## src/rtl/tx_credit_gate.sv

```systemverilog
module tx_credit_gate #(
  parameter int SIZE_W   = 16,
  parameter int LEN_W    = 12,
  parameter int MAX_PKTS = 31,
  parameter int OVERHEAD = 80,
  localparam int CNT_W   = $clog2(MAX_PKTS + 1),
  localparam int PTR_W   = $clog2(MAX_PKTS)
) (
  input  logic              clk,
  input  logic              rst_n,
  input  logic [SIZE_W-1:0] buf_size,
  input  logic              suspend,
  input  logic              req_valid,
  input  logic [LEN_W-1:0]  req_len,
  input  logic              status_ret,
  output logic              grant,
  output logic              deny,
  output logic [SIZE_W-1:0] out_bytes,
  output logic [CNT_W-1:0]  out_pkts,
  output logic              underflow
);

  logic [LEN_W-1:0]  lens [MAX_PKTS];
  logic [PTR_W-1:0]  wr_ptr, rd_ptr;
  logic [SIZE_W-1:0] budget, rel_bytes;
  logic [CNT_W-1:0]  rel_pkts;
  logic              release_ok, fits, room;

  assign budget     = (buf_size > SIZE_W'(OVERHEAD)) ? buf_size - SIZE_W'(OVERHEAD) : '0;
  assign release_ok = status_ret && (out_pkts != '0);
  assign rel_bytes  = release_ok ? out_bytes - SIZE_W'(lens[rd_ptr]) : out_bytes;
  assign rel_pkts   = release_ok ? out_pkts - 1'b1 : out_pkts;
  assign fits       = ({1'b0, rel_bytes} + (SIZE_W+1)'(req_len)) <= {1'b0, budget};
  assign room       = rel_pkts < CNT_W'(MAX_PKTS);
  assign grant      = req_valid && !suspend && fits && room;
  assign deny       = req_valid && !grant;

  function automatic logic [PTR_W-1:0] bump(input logic [PTR_W-1:0] p);
    return (p == PTR_W'(MAX_PKTS - 1)) ? '0 : p + 1'b1;
  endfunction

  always_ff @(posedge clk) begin
    if (!rst_n) begin
      out_bytes <= '0;
      out_pkts  <= '0;
      underflow <= 1'b0;
      wr_ptr    <= '0;
      rd_ptr    <= '0;
    end else begin
      out_bytes <= grant ? rel_bytes + SIZE_W'(req_len) : rel_bytes;
      out_pkts  <= grant ? rel_pkts + 1'b1 : rel_pkts;
      if (status_ret && out_pkts == '0) underflow <= 1'b1;
      if (release_ok) rd_ptr <= bump(rd_ptr);
      if (grant)      wr_ptr <= bump(wr_ptr);
    end
  end

  always_ff @(posedge clk) begin
    if (grant) lens[wr_ptr] <= req_len;
  end

endmodule


```

## config.mk

```make
export PLATFORM = sky130hd
export DESIGN_NAME = tx_credit_gate
export DESIGN_NICKNAME = d
export VERILOG_FILES = /design/src/rtl/tx_credit_gate.sv
export SDC_FILE = /design/constraint.sdc
export NUM_CORES = 1
export LEC_CHECK = 0
export BUFFER_PORTS_ARGS = -buffer_cell sky130_fd_sc_hd__buf_2
export CORE_ASPECT_RATIO = 0.75
export CORE_MARGIN = 5
export CORE_UTILIZATION = 55
export DETAILED_ROUTE_END_ITERATION = 16
export GPL_TIMING_DRIVEN = 0
export PLACE_DENSITY_LB_ADDON = 0.3
export SYNTH_ARGS = -nofsm -noshare
export SYNTH_HDL_FRONTEND = slang
export SYNTH_SLANG_ARGS = --single-unit
```

## constraint.sdc

```tcl
create_clock -name clk -period 10.9 [get_ports clk]
set_clock_uncertainty 0.2 [all_clocks]
set_input_delay 2.18 -clock clk [delete_from_list [all_inputs] [get_ports clk]]
set_output_delay 2.18 -clock clk [all_outputs]
set_load 0.01 [all_outputs]
```

==> impl_metrics.ini <==
[setup_path]
critPathRequiredTime_ns = 8.52
critical_path.endpoint_type = primary output
cpMostUsedCell = ha_1
path_max_fanout = 10
worst_setup_path_endpoint = deny
worst-r2r-setup-slack_ns = 1.79
start_kind = register
path_depth_of_the_worst_reg2reg_path = 26
timing.critical_path.slowest_stage_cell = mux4_2
worst_setup_path_type = reg2out
worst_r2r_endpoint = lens[27][5]
max_stage_delay_ns = 0.56
arrival_ns = 8.16

[floorplan]
initial_standard_cell_utilization_of_the_core_pct = 56.05
core_area_mm2 = 0.03252
die_width_um = 220.2
die-height_um = 167.7
floorplan.rows = 57
die_area_mm2 = 0.03692
floorplan.io_pins = 57

[route]
routed_wl_um = 43310
postRouteAntennaNets = 0
drt-initial-drc-count = 1389
routed_wire_length_per_instance_um = 25.86
number_of_vias_after_detailed_routing = 10549
vias_per_cell = 6.298
drc_errors = 0
firstDrtPassIters = 5

[sta]
finalHoldViolCount = 0
fmax_mhz = 94.88
rsz_0062_raised_after_global_routing = no
slew_headroom_pct = 5.568
slew_violations = 0
setup_viol = 0
timing.hold.ws_ns = 0.2712
post-route-min-period_ns = 10.54
worst_slew_pin_slew_ns = 1.414
worst_setup_slack_final_ns = 0.3603
fin_crit_sh_pct = 96.69

[grt]
via_count_of_the_first_global_routing_pass = 10230
antenna_found_initial = 0
grt-ovfl-total = 0
grt_use_total_pct = 23.66
grt_pass1_wl_um = 64930
grt_start_max_net_pins = 34

[synthesis]
post-synth-top-area-fraction_pct = 61.28
ys_async_sr_fraction_pct = 0
seq_area_frac_synth_pct = 65.34
avgSynthCellArea_um2 = 16.47
yosys_most_used_dff = edfxtp_1
synthTopCellsByArea = edfxtp_1, mux4_2, dfxtp_1, ha_1, mux2i_1
synthDominantAreaCellType = edfxtp_1
postSynthRegisterBits = 409
yosys_warnings = 0
mappedNetlistNets = 1193
post_synth_edffs = 372
syn-cell-area_mm2 = 0.01823
synthesis.instances = 1107
synth_cell_types = 64

[cts]
tritoncts = built
h_tree_lvls = 2
holdBufCountCts = 0
cts_root_buf = clkbuf_16
clock_sinks = 409
clk-insertion-delay-late_ns = 0.55
cts-buffers-inserted = 39
path_clk_slew_ns = 0.07
cts_buffer_depth = 3

[pwr]
max-vdd-ir-drop_v = 0.0001602
power.total_mw = 4.988
cell_leakage_power_nw = 6.903
power-per-cell-area_mw_per_mm2 = 244.7

[placement]
place_congestion = 0.8792
post-dp-hpwl_um = 28820
numPortBuffers = 56
pre_cts_slack_ns = -1.437

[run_status]
outcome = finished clean

[finish]
num-nets-final = 1291
insertedDiodeCount = 0
drive_above_1_share_pct = 22.06
final_util_pct = 62.69
area_growth_syn_to_layout_pct = 11.85

[min_path]
class_of_the_tightest_hold_or_removal_check = reg2reg

[job]
maxCapViolations = 0
## logic make-up after synthesis
family	Yosys count	share of synthesized area [%]
AO/OA/AOI/OAI	134	4.990
XOR/XNOR	36	1.730
adder cells (fa/ha/maj)	53	3.720
buffers and inverters	74	1.640
flip-flops	409	65.34
multiplexers	149	15.60
AND/OR/NAND/NOR	252	6.974
## power by group
group	switching [mW]	internal [mW]	total (mW)
Clock	0.572	0.676	1.25
Sequential	0.0501	1.77	1.82
Combinational	1.11	0.815	1.92
Total	1.73	3.26	4.99
## metal layers
metal,global-route usage [%],share of wire (%)
met5,0,0
met2,33.73,44
met1,37.46,44
met4,5.316,2.1
met3,5.686,10
## timing repair
action / 4_1_cts / 5_1_grt
endpoints found under the setup margin: 227 / 2
pin swaps: 1 / 1
gates resized for setup: 41 / 22
setup buffers: 1 / 2
## state kept, by name (all words and copies together) (netlist names), named ones only
register   flops
wr_ptr         5
rd_ptr         5
lens         372
out_bytes     16
out_pkts       5
underflow      1
## cell usage after synthesis, types with 5 or more instances
cell type,n
a211oi_1,8
a21o_1,9
a21oi_1,24
and2_1,10
and3_1,34
buf_1,6
buf_2,5
clkbuf_1,38
dfxtp_1,37
edfxtp_1,372
ha_1,51
inv_1,21
mux2i_1,40
mux4_2,108
nand2_1,100
nand2b_1,8
nand3_1,10
nand4_1,6
nor2_1,28
nor2b_1,8
nor3_1,16
nor3b_1,6
nor4_1,7
o21a_1,11
o21ai_0,36
xnor2_1,21
xor2_1,15
## stage by stage
| step | instances | cell area, µm² | setup TNS (ns) |
|---|---|---|---|
| after floorplan | 1107 | 18230 | 0 |
| after global placement | 1605 | 19060 | -18.41 |
| after detailed placement | 1606 | 19080 | -17.34 |
| after CTS | 1673 | 20310 | 0 |
| after global routing | 1675 | 20390 | 0 |
| final | 1675 | 20390 | 0 |
## critical path: cells and delay by family, from the launching register on
family / cells / cell delay, ns
mux: 3 / 1.33
flops: 1 / 0.45
fa+ha+maj: 4 / 1.29
simple gates: 7 / 1.57
buf+inv: 3 / 0.63
compound gates: 9 / 2.05
xor+xnor: 2 / 0.30
## cell type report
type | count | area (µm²)
Buffer | 49 | 274.0
Clock buffer | 48 | 1031
Clock inverter | 21 | 122.6
Fill cell | 2331 | 12130
Inverter | 22 | 82.58
Multi-Input combinational cell | 624 | 6096
Sequential cell | 409 | 11920
Tap cell | 442 | 553.0
Timing Repair Buffer | 60 | 314.1
## worst min path at each step
stage / from / endpoint / slack (ns) / cells past startpoint
2_1_floorplan: wr_ptr[1] / wr_ptr[1] / 0.28 / 2
3_3_place_gp: underflow / underflow / 0.24 / 2
3_5_place_dp: underflow / underflow / 0.25 / 2
4_1_cts: underflow / underflow / 0.27 / 2
5_1_grt: underflow / underflow / 0.32 / 2
6_report: underflow / underflow / 0.27 / 2
## placed cells by master (no fill, tap or decap), drive strengths merged, types with 10 or more instances in the layout
cell,instances
mux2i,40
clkinv,18
xnor2,21
buf,75
nor3,17
a21oi,24
and3,34
nor2,28
dfxtp,37
nand3,10
edfxtp,372
clkbuf,81
o21a,11
and2,10
ha,51
xor2,15
o21ai,39
nand2,100
inv,24
mux4,108
Note: power is estimated with default switching activity, not from simulation.
